$ cat src/rtl/gpio_irq_pkg.sv
package gpio_irq_pkg;

  localparam int OFS_W = 12;

  // Base byte offsets of each register group; bank b adds 4*b.
  localparam logic [OFS_W-1:0] OFS_DIR  = 12'h014;
  localparam logic [OFS_W-1:0] OFS_DAT  = 12'h024;
  localparam logic [OFS_W-1:0] OFS_IEN  = 12'h044;
  localparam logic [OFS_W-1:0] OFS_POL  = 12'h104;
  localparam logic [OFS_W-1:0] OFS_KIND = 12'h114;
  localparam logic [OFS_W-1:0] OFS_STAT = 12'h124;

  // Largest bank count that keeps every group clear of the next one.
  localparam int MAX_BANKS = 4;

  typedef enum logic [2:0] {
    FLD_NONE,
    FLD_DIR,
    FLD_DAT,
    FLD_IEN,
    FLD_POL,
    FLD_KIND,
    FLD_STAT
  } field_e;

endpackage

$ cat src/rtl/gpio_pin_sync.sv
module gpio_pin_sync #(
  parameter int W = 96
) (
  input  logic         clk,
  input  logic         rst_n,
  input  logic [W-1:0] pin_raw,
  output logic [W-1:0] pin_s,   // synchronised level
  output logic [W-1:0] pin_p    // synchronised level one cycle earlier
);

  logic [W-1:0] meta_q;
  logic [W-1:0] sync_q;
  logic [W-1:0] prev_q;

  always_ff @(posedge clk or negedge rst_n) begin
    if (!rst_n) begin
      meta_q <= '0;
      sync_q <= '0;
      prev_q <= '0;
    end else begin
      meta_q <= pin_raw;
      sync_q <= meta_q;
      prev_q <= sync_q;
    end
  end

  assign pin_s = sync_q;
  assign pin_p = prev_q;

endmodule

$ cat src/rtl/gpio_irq_bank.sv
module gpio_irq_bank
  import gpio_irq_pkg::*;
#(
  parameter int W = 32
) (
  input  logic         clk,
  input  logic         rst_n,
  input  logic         wr_en,     // a write addressed to this bank
  input  field_e       wr_fld,
  input  logic [W-1:0] wr_data,
  input  logic [W-1:0] pin_s,
  input  logic [W-1:0] pin_p,
  output logic [W-1:0] dir_q,
  output logic [W-1:0] dat_q,
  output logic [W-1:0] ien_q,
  output logic [W-1:0] pol_q,
  output logic [W-1:0] kind_q,
  output logic [W-1:0] stat_q,
  output logic         bank_irq
);

  logic [W-1:0] qual;
  logic [W-1:0] qual_p;
  logic [W-1:0] edge_evt;
  logic [W-1:0] clr_v;
  logic [W-1:0] stat_d;

  // Polarity folds into the input first, so one rising-edge detector
  // serves both edge directions and a polarity change makes no edge.
  assign qual     = pin_s ^ pol_q;
  assign qual_p   = pin_p ^ pol_q;
  assign edge_evt = qual & ~qual_p;
  assign clr_v    = (wr_en && wr_fld == FLD_STAT) ? wr_data : '0;

  // Edge bits: event sets, write-1 clears, event wins a tie.
  // Level bits: follow the qualified input.
  assign stat_d = (kind_q & (edge_evt | (stat_q & ~clr_v))) | (~kind_q & qual);

  always_ff @(posedge clk or negedge rst_n) begin
    if (!rst_n) begin
      dir_q  <= '0;
      dat_q  <= '0;
      ien_q  <= '0;
      pol_q  <= '0;
      kind_q <= '0;
      stat_q <= '0;
    end else begin
      stat_q <= stat_d;
      if (wr_en) begin
        unique case (wr_fld)
          FLD_DIR:  dir_q  <= wr_data;
          FLD_DAT:  dat_q  <= wr_data;
          FLD_IEN:  ien_q  <= wr_data;
          FLD_POL:  pol_q  <= wr_data;
          FLD_KIND: kind_q <= wr_data;
          default:  ;
        endcase
      end
    end
  end

  assign bank_irq = |(stat_q & ien_q);

  // a pending edge bit not being cleared stays pending
  p_edge_sticky_r5: assert property (@(posedge clk) disable iff (!rst_n)
    1'b1 |=> (($past(stat_q & kind_q & ~clr_v) & ~stat_q) == '0));

  // level bits track the qualified input with one cycle of delay
  p_level_follow_r6: assert property (@(posedge clk) disable iff (!rst_n)
    1'b1 |=> (((stat_q ^ $past(qual)) & ~$past(kind_q)) == '0));

  // write-1 clears an edge bit when no new event arrives
  p_w1c_r7: assert property (@(posedge clk) disable iff (!rst_n)
    1'b1 |=> (($past(clr_v & kind_q & ~edge_evt) & stat_q) == '0));

  // an edge event always leaves its bit set, clear or not
  p_evt_wins_r8: assert property (@(posedge clk) disable iff (!rst_n)
    1'b1 |=> (($past(kind_q & edge_evt) & ~stat_q) == '0));

endmodule

$ cat src/rtl/gpio_irq_ctrl.sv
module gpio_irq_ctrl
  import gpio_irq_pkg::*;
#(
  parameter int NUM_BANKS = 3,
  parameter int BANK_W    = 32,
  parameter int ADDR_W    = 12
) (
  input  logic                        clk,
  input  logic                        rst_n,
  input  logic                        cmd_valid,
  output logic                        cmd_ready,
  input  logic                        cmd_write,
  input  logic [ADDR_W-1:0]           cmd_addr,
  input  logic [BANK_W-1:0]           cmd_wdata,
  output logic                        rsp_valid,
  input  logic                        rsp_ready,
  output logic [BANK_W-1:0]           rsp_rdata,
  input  logic [NUM_BANKS*BANK_W-1:0] pin_in,
  output logic [NUM_BANKS*BANK_W-1:0] pin_out,
  output logic [NUM_BANKS*BANK_W-1:0] pin_oe,
  output logic                        irq_out
);

  localparam int NPIN   = NUM_BANKS * BANK_W;
  localparam int BSEL_W = (NUM_BANKS > 1) ? $clog2(NUM_BANKS) : 1;

  logic [NPIN-1:0]   pin_s;
  logic [NPIN-1:0]   pin_p;
  logic [BANK_W-1:0] dir_a  [NUM_BANKS];
  logic [BANK_W-1:0] dat_a  [NUM_BANKS];
  logic [BANK_W-1:0] ien_a  [NUM_BANKS];
  logic [BANK_W-1:0] pol_a  [NUM_BANKS];
  logic [BANK_W-1:0] kind_a [NUM_BANKS];
  logic [BANK_W-1:0] stat_a [NUM_BANKS];
  logic [BANK_W-1:0] sin_a  [NUM_BANKS];
  logic [NUM_BANKS-1:0] bank_irq;

  field_e            fsel;
  logic [BSEL_W-1:0] bsel;
  logic              cmd_fire;
  logic              wr_fire;
  logic              rd_fire;
  logic [BANK_W-1:0] rd_val;

  // ---------------- input synchroniser ----------------
  gpio_pin_sync #(.W(NPIN)) u_sync (
    .clk     (clk),
    .rst_n   (rst_n),
    .pin_raw (pin_in),
    .pin_s   (pin_s),
    .pin_p   (pin_p)
  );

  // ---------------- address decode ----------------
  always_comb begin
    fsel = FLD_NONE;
    bsel = '0;
    for (int b = 0; b < NUM_BANKS; b++) begin
      if (cmd_addr == ADDR_W'(OFS_DIR) + ADDR_W'(4 * b)) begin
        fsel = FLD_DIR;  bsel = BSEL_W'(b);
      end
      if (cmd_addr == ADDR_W'(OFS_DAT) + ADDR_W'(4 * b)) begin
        fsel = FLD_DAT;  bsel = BSEL_W'(b);
      end
      if (cmd_addr == ADDR_W'(OFS_IEN) + ADDR_W'(4 * b)) begin
        fsel = FLD_IEN;  bsel = BSEL_W'(b);
      end
      if (cmd_addr == ADDR_W'(OFS_POL) + ADDR_W'(4 * b)) begin
        fsel = FLD_POL;  bsel = BSEL_W'(b);
      end
      if (cmd_addr == ADDR_W'(OFS_KIND) + ADDR_W'(4 * b)) begin
        fsel = FLD_KIND; bsel = BSEL_W'(b);
      end
      if (cmd_addr == ADDR_W'(OFS_STAT) + ADDR_W'(4 * b)) begin
        fsel = FLD_STAT; bsel = BSEL_W'(b);
      end
    end
  end

  assign cmd_ready = !rsp_valid;
  assign cmd_fire  = cmd_valid && cmd_ready;
  assign wr_fire   = cmd_fire && cmd_write;
  assign rd_fire   = cmd_fire && !cmd_write;

  // ---------------- banks ----------------
  for (genvar g = 0; g < NUM_BANKS; g++) begin : g_bank
    gpio_irq_bank #(.W(BANK_W)) u_bank (
      .clk      (clk),
      .rst_n    (rst_n),
      .wr_en    (wr_fire && (bsel == BSEL_W'(g))),
      .wr_fld   (fsel),
      .wr_data  (cmd_wdata),
      .pin_s    (pin_s[g*BANK_W +: BANK_W]),
      .pin_p    (pin_p[g*BANK_W +: BANK_W]),
      .dir_q    (dir_a[g]),
      .dat_q    (dat_a[g]),
      .ien_q    (ien_a[g]),
      .pol_q    (pol_a[g]),
      .kind_q   (kind_a[g]),
      .stat_q   (stat_a[g]),
      .bank_irq (bank_irq[g])
    );
    assign sin_a[g]                     = pin_s[g*BANK_W +: BANK_W];
    assign pin_out[g*BANK_W +: BANK_W]  = dat_a[g];
    assign pin_oe[g*BANK_W +: BANK_W]   = dir_a[g];
  end

  assign irq_out = |bank_irq;

  // ---------------- read path ----------------
  always_comb begin
    unique case (fsel)
      FLD_DIR:  rd_val = dir_a[bsel];
      FLD_DAT:  rd_val = (dir_a[bsel] & dat_a[bsel]) | (~dir_a[bsel] & sin_a[bsel]);
      FLD_IEN:  rd_val = ien_a[bsel];
      FLD_POL:  rd_val = pol_a[bsel];
      FLD_KIND: rd_val = kind_a[bsel];
      FLD_STAT: rd_val = stat_a[bsel];
      default:  rd_val = '0;
    endcase
  end

  always_ff @(posedge clk or negedge rst_n) begin
    if (!rst_n) begin
      rsp_valid <= 1'b0;
      rsp_rdata <= '0;
    end else if (rd_fire) begin
      rsp_valid <= 1'b1;
      rsp_rdata <= rd_val;
    end else if (rsp_ready) begin
      rsp_valid <= 1'b0;
    end
  end

  // ---------------- checks ----------------
  logic any_ien;
  always_comb begin
    any_ien = 1'b0;
    for (int b = 0; b < NUM_BANKS; b++) any_ien = any_ien | (|ien_a[b]);
  end

  initial begin
    p_bank_fit_r2: assert (NUM_BANKS >= 1 && NUM_BANKS <= MAX_BANKS && ADDR_W >= OFS_W);
  end

  // no new command while a response waits
  p_busy_r10: assert property (@(posedge clk) disable iff (!rst_n)
    rsp_valid |-> !cmd_ready);

  // a stalled response holds its data
  p_rsp_hold_r10: assert property (@(posedge clk) disable iff (!rst_n)
    (rsp_valid && !rsp_ready) |=> (rsp_valid && $stable(rsp_rdata)));

  // writes never raise a response
  p_wr_silent_r10: assert property (@(posedge clk) disable iff (!rst_n)
    (wr_fire && !rsp_valid) |=> !rsp_valid);

  // the interrupt needs at least one enabled pin
  p_irq_src_r9: assert property (@(posedge clk) disable iff (!rst_n)
    irq_out |-> any_ien);

endmodule

$ cat config.mk
export PLATFORM = sky130hd
export DESIGN_NAME = gpio_irq_ctrl
export DESIGN_NICKNAME = d
export VERILOG_FILES = /design/src/rtl/gpio_irq_pkg.sv /design/src/rtl/gpio_pin_sync.sv /design/src/rtl/gpio_irq_bank.sv /design/src/rtl/gpio_irq_ctrl.sv
export SDC_FILE = /design/constraint.sdc
export NUM_CORES = 1
export LEC_CHECK = 0
export ABC_AREA = 1
export BUFFER_PORTS_ARGS = -buffer_cell sky130_fd_sc_hd__buf_4
export CORE_ASPECT_RATIO = 0.7
export CORE_MARGIN = 5
export CORE_UTILIZATION = 35
export DETAILED_ROUTE_END_ITERATION = 8
export PLACE_DENSITY = 0.5
export SYNTH_ARGS = -nofsm -noshare
export SYNTH_HDL_FRONTEND = slang
export SYNTH_SLANG_ARGS = --single-unit
$ cat constraint.sdc
create_clock -name clk -period 2.5 [get_ports clk]
set_input_delay 0.5 -clock clk [delete_from_list [all_inputs] [get_ports clk]]
set_output_delay 0.5 -clock clk [all_outputs]
set_load 0.05 [all_outputs]
# [Word level (Yosys, flattened, before mapping)]
# Cells that the tools add are included.
[classes] add_sub_neg=0 mul=0 div=0 magnitude_cmp=1 n_eq_ne=26 shift=0 muxes=57 bitwise=41 n_reduce_logical=29
[op_table] cell="32-bit AND" n=17
[op_table] cell="32-bit 2-to-1 mux" n=17
[op_table] cell="32-bit binary-select mux with 2-bit select" n=7
[op_table] cell="32-bit inverter" n=10
[op_table] cell="32-bit OR" n=7
[op_table] cell="32-bit case mux with 6 select lines" n=1
[op_table] cell="32-bit bitwise XOR" n=6
[op_table] cell="12-bit by 9-bit == test with 1-bit output, second input constant" n=9
[op_table] cell="96-bit OR reduction" n=1
[op_table] cell="3-bit 2-to-1 mux" n=15
[op_table] cell="12-bit by 5-bit == test with 1-bit output, second input constant" n=3
[op_table] cell="12-bit by 6-bit == test with 1-bit output, second input constant" n=3
[op_table] cell="12-bit by 7-bit == test with 1-bit output, second input constant" n=3
[op_table] cell="2-bit AND reduction" n=15
[op_table] cell="2-bit 2-to-1 mux" n=13
[op_table] cell="3-bit == test, second input constant" n=3
[op_table] cell="1-bit logical AND" n=9
[op_table] cell="3-bit by 2-bit == test with 1-bit output, second input constant" n=2
[op_table] cell="1-bit 2-to-1 mux" n=4
[op_table] cell="3-bit by 1-bit == test with 1-bit output, second input constant" n=1
[op_table] cell="3-bit >= comparator, second input constant" n=1
[op_table] cell="2-bit inverter with 3-bit output" n=1
[op_table] cell="2-bit by 1-bit == test with 1-bit output, second input constant" n=1
[op_table] cell="2-bit == test, second input constant" n=1
[op_table] cell="other kinds (3)" n=4
[totals] register_bits=897 latchBits=0 ram_bits=0 mem_bits_ro=0 in_bits=145 out_inout_bits=227 wordCells=177 mem_count=0

# [Depth between registers and ports, before layout]
[depth] depth_word=27 depth_mapped=20

# [Cells and area by module]
# A second synthesis with hierarchy kept.
[hier_totals] cells_unflattened=5065 hier_area_um2=40933.0
[by_module_without_submodules] module="gpio_irq_bank" instances=3 cells_per_inst=941 area_per_inst_um2=8023.9 seq_area_each_um2=4804.6
[by_module_without_submodules] module="gpio_irq_ctrl" instances=1 cells_per_inst=1954 area_per_inst_um2=9654.3 seq_area_each_um2=825.8
[by_module_without_submodules] module="gpio_pin_sync" instances=1 cells_per_inst=288 area_per_inst_um2=7206.9 seq_area_each_um2=7206.9

# [Worst setup path after synthesis]
# Ideal clock, no wire load.
[synth_timing] path_kind="input-to-reg" from="input port cmd_addr[0]" to="register rsp_rdata[19]" arrival_time_ns=2.208 required_ns=2.382 path_slack_ns=0.174 cell_stages=18 n_path_buf=2 cell_sequence="inv_1 > nand2_1 > nor2_2 > nand3_1 > nand3_4 > inv_2 > buf_2 > buf_2 > nand2_1 > nand3_1 > o21ai_0 > nand2_1 > nand2_1 > nand2_1 > nand2_1 > nand2_1 > nand2_1 > nand2_1"
[synth_via] elab_chain_cells=21 elab_cells_between_ends=81
[synth_lines] element="from (decl)" line_no="gpio_irq_ctrl.sv:13" source="input logic [ADDR_W-1:0] cmd_addr,"
[synth_lines] element="12-bit by 5-bit == test with 1-bit output" line_no="gpio_irq_ctrl.sv:59" source="if (cmd_addr == ADDR_W'(OFS_DIR) + ADDR_W'(4 * b)) begin"
[synth_lines] element="1-bit 2-to-1 mux" line_no="gpio_irq_ctrl.sv:59"
[synth_lines] element="2-bit 2-to-1 mux" line_no="gpio_irq_ctrl.sv:62" source="if (cmd_addr == ADDR_W'(OFS_DAT) + ADDR_W'(4 * b)) begin"
[synth_lines] element="2-bit 2-to-1 mux" line_no="gpio_irq_ctrl.sv:65" source="if (cmd_addr == ADDR_W'(OFS_IEN) + ADDR_W'(4 * b)) begin"
[synth_lines] element="3-bit 2-to-1 mux / 2-bit 2-to-1 mux (equally long branches)" line_no="gpio_irq_ctrl.sv:68" source="if (cmd_addr == ADDR_W'(OFS_POL) + ADDR_W'(4 * b)) begin"
[synth_lines] element="3-bit 2-to-1 mux / 2-bit 2-to-1 mux (equally long branches)" line_no="gpio_irq_ctrl.sv:71" source="if (cmd_addr == ADDR_W'(OFS_KIND) + ADDR_W'(4 * b)) begin"
[synth_lines] element="3-bit 2-to-1 mux / 2-bit 2-to-1 mux (equally long branches)" line_no="gpio_irq_ctrl.sv:74" source="if (cmd_addr == ADDR_W'(OFS_STAT) + ADDR_W'(4 * b)) begin"
[synth_lines] element="3-bit 2-to-1 mux / 2-bit 2-to-1 mux (equally long branches)" line_no="gpio_irq_ctrl.sv:59"
[synth_lines] element="[... 5 more ...]"
[synth_lines] element="3-bit 2-to-1 mux / 2-bit inverter with 3-bit output (equally long branches)"
[synth_lines] element="3-bit 2-to-1 mux / 32-bit binary-select mux with 2-bit select (equally long branches)" line_no="gpio_irq_ctrl.sv:62, gpio_irq_ctrl.sv:113, gpio_irq_ctrl.sv:114"
[synth_lines] element="3-bit 2-to-1 mux / 32-bit 2-to-1 mux (equally long branches)" line_no="gpio_irq_ctrl.sv:65, gpio_irq_ctrl.sv:113, gpio_irq_ctrl.sv:114"
[synth_lines] element="3-bit 2-to-1 mux / 32-bit 2-to-1 mux (equally long branches)" line_no="gpio_irq_ctrl.sv:68, gpio_irq_ctrl.sv:113, gpio_irq_ctrl.sv:114"
[synth_lines] element="3-bit 2-to-1 mux / 32-bit inverter (equally long branches)" line_no="gpio_irq_ctrl.sv:71, gpio_irq_ctrl.sv:114"
[synth_lines] element="3-bit 2-to-1 mux / 32-bit AND (equally long branches)" line_no="gpio_irq_ctrl.sv:74, gpio_irq_ctrl.sv:114"
[synth_lines] element="3-bit == test (tied with other cells)" line_no="gpio_irq_ctrl.sv:112" source="unique case (fsel)"
[synth_lines] element="32-bit case mux with 6 select lines (*)" line_no="gpio_irq_ctrl.sv:112"
[synth_lines] element="to (signal assigned)" line_no="gpio_irq_ctrl.sv:129" source="rsp_rdata <= rd_val;"
[synth_lines] element="to (decl)" line_no="gpio_irq_ctrl.sv:17" source="output logic [BANK_W-1:0] rsp_rdata,"
# Every way passes the cells marked *; elsewhere a longest branch is shown, timed or not. The select of a mux whose other input is x is not followed.
# A chain may end at the register's enable or synchronous reset.

# [Worst setup path after layout]
[layout_timing] from="register g_bank[0].u_bank.stat_q[19]" to="output port irq_out"
[layout_via] elab_chain_cells=2
[layout_lines] element="from (decl)" line_no="gpio_irq_bank.sv:18" source="output logic [W-1:0] stat_q,"
[layout_lines] element="from (signal assigned)" line_no="gpio_irq_bank.sv:48" source="stat_q <= stat_d;"
[layout_lines] element="32-bit AND" line_no="gpio_irq_bank.sv:62" source="assign bank_irq = |(stat_q & ien_q);"
[layout_lines] element="96-bit OR reduction" line_no="gpio_irq_ctrl.sv:108" source="assign irq_out = |bank_irq;"
[layout_lines] element="to (decl)" line_no="gpio_irq_ctrl.sv:21" source="output logic irq_out"
# No other way between the ends.

==> run metrics <==
CTS tree done; Hold Path Class primary input to register; largest cells by area after synthesis dfrtp_1 (54%), nand2_1 (16%), o21ai_0 (5.4%); Syn Nets 5287; Num Clock Sinks 897; worst r2r src rsp_valid$_DFFE_PN0P_; R2R cell count 9; final hold vios 0; Num CTS Buffers 98; Post-synth top flop dfrtp_1; root buf cell clkbuf_16; Peak Freq 320 MHz; CP max FO 3; average size of a mapped cell 8.02 um^2; clock latency on the worst-skew pair 0.72 ns; Layout Cells excl Fill 7457; synthesized-area fraction occupied by ao, oa, aoi and oai cells 0.139; Die Width 420 um; Lkg Pwr 26.3 nW; number of flops mapped to enable cells by yosys 0; grt ovf 0; slew margin rel. 0.461; share of the synthesized area in the top cell type 0.544; total chip power 32.8 mW; GP Congestion 0.885; worst path required time 2.00 ns; mapped cell area 0.0413 mm^2; Die Y 297 um; largest net degree at the start of global routing 76; adder-cell share of the synthesized area 0; post-synthesis mux area share 0.00519; io pins 372; Longest Clk Path Bufs 3; simple-gate area share of the yosys netlist 0.238; Worst-path clk slew 0.06 ns; reg-to-reg slack, setup 0.37 ns; pre-CTS setup slack -0.339 ns; Mapped Cells 5142; vias in the first global route 36189; most common cell in the netlist nand2_1; synth warn 0; Tmin final 3.12 ns; full die area 0.125 mm^2; DRC violations left 0; FF+latch count, synth 897; fraction of layout cells with a size suffix above 1 0.177; post-synthesis sequential area ratio 0.544; # setup viols final 1; area growth from synthesis to layout 30.2%; number of buffers added on ports 371; hold path depth 3; reg2reg end g_bank[0].u_bank.stat_q[24]$_DFF_PN0_; fraction of registers with async set/reset 1.00; startpoint types register; router iterations before antenna repair 6; failing checks negative setup slack; vias per std cell 5.09; Detailed Place HPWL 118 mm; Slew @ Worst Pin 0.808 ns; setup ws final -0.624 ns; placed instance count 7166; routed vias 37990; CP Capture Type primary output; Routed WL per cell 22.1 um; drt total wl 165 mm; hold path start cmd_wdata[23]; Total GRT Usage 0.261; Final Skew 0.0271 ns; Worst Hold Path EP g_bank[1].u_bank.kind_q[23]$_DFFE_PN0P_; final worst-path cycle share 1.25; initial antenna violation count 1; Final #Nets 5963; Critical Path AT 2.62 ns; Worst Setup Path Type register to primary output; Iteration-0 DRC Markers 3946; Pwr per Cell Area 610 mW/mm^2; Max Cap Viol 0; first-pass GRT wire length 246 mm; area leader, netlist dfrtp_1; final max-slew violation count 0; RSZ-0062 raised after global routing true; Initial Util 0.352; remaining antenna violation count 0; Netlist cell types 48; status finished with violations; Core Region 0.117 mm^2; cell row count 105; H-tree lvl count 3; largest family of logic cells by synthesized area simple AND/OR/NAND/NOR gates; post-synthesis xor/xnor area fraction 0; top cells by count, synth nand2_1 (1724), dfrtp_1 (897), inv_1 (472); Max VDD drop 0.000505 V
==> flip-flops by register name, indices dropped and copies added, names as in the netlist <==
register              flops
rsp_valid                 1
g_bank.u_bank.pol_q      96
rsp_rdata                32
u_sync.pin_p             96
g_bank.u_bank.ien_q      96
g_bank.u_bank.kind_q     96
g_bank.u_bank.stat_q     96
g_bank.u_bank.dat_q      96
g_bank.u_bank.dir_q      96
u_sync.meta_q            96
u_sync.pin_s             96
==> stage by stage <==
stage                      util  hold slack [ns]  cell area [um^2]  TNS, ns
after CTS                 0.459            0.214             53700   -0.677
after global routing      0.459            0.251             53700   -0.707
final                     0.459            0.253             53700   -0.624
after detailed placement  0.419            0.335             49100  -116.58
after global placement    0.419            0.332             49100  -106.02
after floorplan               -            0.204             41300        0
==> worst max-delay path by stage <==
stage          slack, ns  cells after the start                                  start                         to
4_1_cts            -0.68                      8  g_bank[2].u_bank.stat_q[11]$_DFF_PN0_                    irq_out
3_5_place_dp       -0.34                     18                           cmd_addr[11]  rsp_rdata[24]$_DFFE_PN0P_
2_1_floorplan       0.17                     18                            cmd_addr[0]  rsp_rdata[19]$_DFFE_PN0P_
5_1_grt            -0.71                      8  g_bank[2].u_bank.stat_q[19]$_DFF_PN0_                    irq_out
6_report           -0.62                      9  g_bank[0].u_bank.stat_q[19]$_DFF_PN0_                    irq_out
3_3_place_gp       -0.35                     18                           cmd_addr[11]  rsp_rdata[24]$_DFFE_PN0P_
==> repair_timing <==
item | 4_1_cts | 5_1_grt
resized for setup | 20 | 9
setup endpoints to repair | 1 | 1
hold buffers | 98 | 0
hold endpoints to repair | 125 | 0
buffers inserted | 3 | 2
pin swaps | 8 | 6
gates cloned | 0 | 0
==> layout make-up <==
cell class | instances | area [um^2]
repair buffers | 842 | 7990
inverters | 488 | 1840
flip-flops and latches | 897 | 22400
diodes | 2 | 5.00
clock inverters | 55 | 731
fillers | 11457 | 63300
clock buffers | 131 | 2780
multi-input cells | 3491 | 16000
well taps | 1551 | 1940
==> layer usage <==
| layer | wire length (um) | vias to the layer above | global-route usage |
|---|---|---|---|
| li1 | - | 17942 | - |
| met1 | 78800 | 18450 | 0.399 |
| met2 | 71200 | 1382 | 0.387 |
| met3 | 11200 | 216 | 0.0433 |
| met4 | 3950 | 0 | 0.0587 |
| met5 | 0 | - | 0 |
==> where the power goes <==
group	internal (mW)	leakage, nW	total, mW	switching (mW)
sequential	14.9	11.6	15.2	0.305
combinational	0.620	13.0	1.67	1.05
clock	9.41	1.72	15.9	6.51
==> logic make-up after synthesis <==
logic type,Yosys count
mux,19
compound gates,1061
simple gates,2411
flops,897
buf+inv,754
==> worst max-delay path, stage by stage (launching register included) <==
cell and delay (ns):
dfrtp_1 0.40, a22o_1 0.28, a221oi_2 0.29, buf_4 0.20, nand2_4 0.05, nor2_4 0.12
buf_6 0.13, nand4_1 0.15, buf_6 0.17, buf_8 0.14
==> placed cells by master (no fill, tap or decap), types with 16 or more instances in the layout <==
master         synthesis  layout
nand2_1             1724    1717
a31oi_1               20      19
o21ai_1              281     283
a21oi_1              168     168
nor2_1               311     309
inv_1                472     468
buf_12                 0     112
o211ai_1              87      87
nand3_1              224     223
mux2_2                19      19
inv_2                 15      19
clkbuf_16              0     100
nand4_1               54      54
or2_2                 23      23
dlygate4sd3_1          0      98
clkbuf_8               0      16
dfrtp_1              897     896
buf_4                  6     627
clkinv_2               0      21
o21ai_0              443     441
No activity file was read; power rests on OpenSTA's default activity.
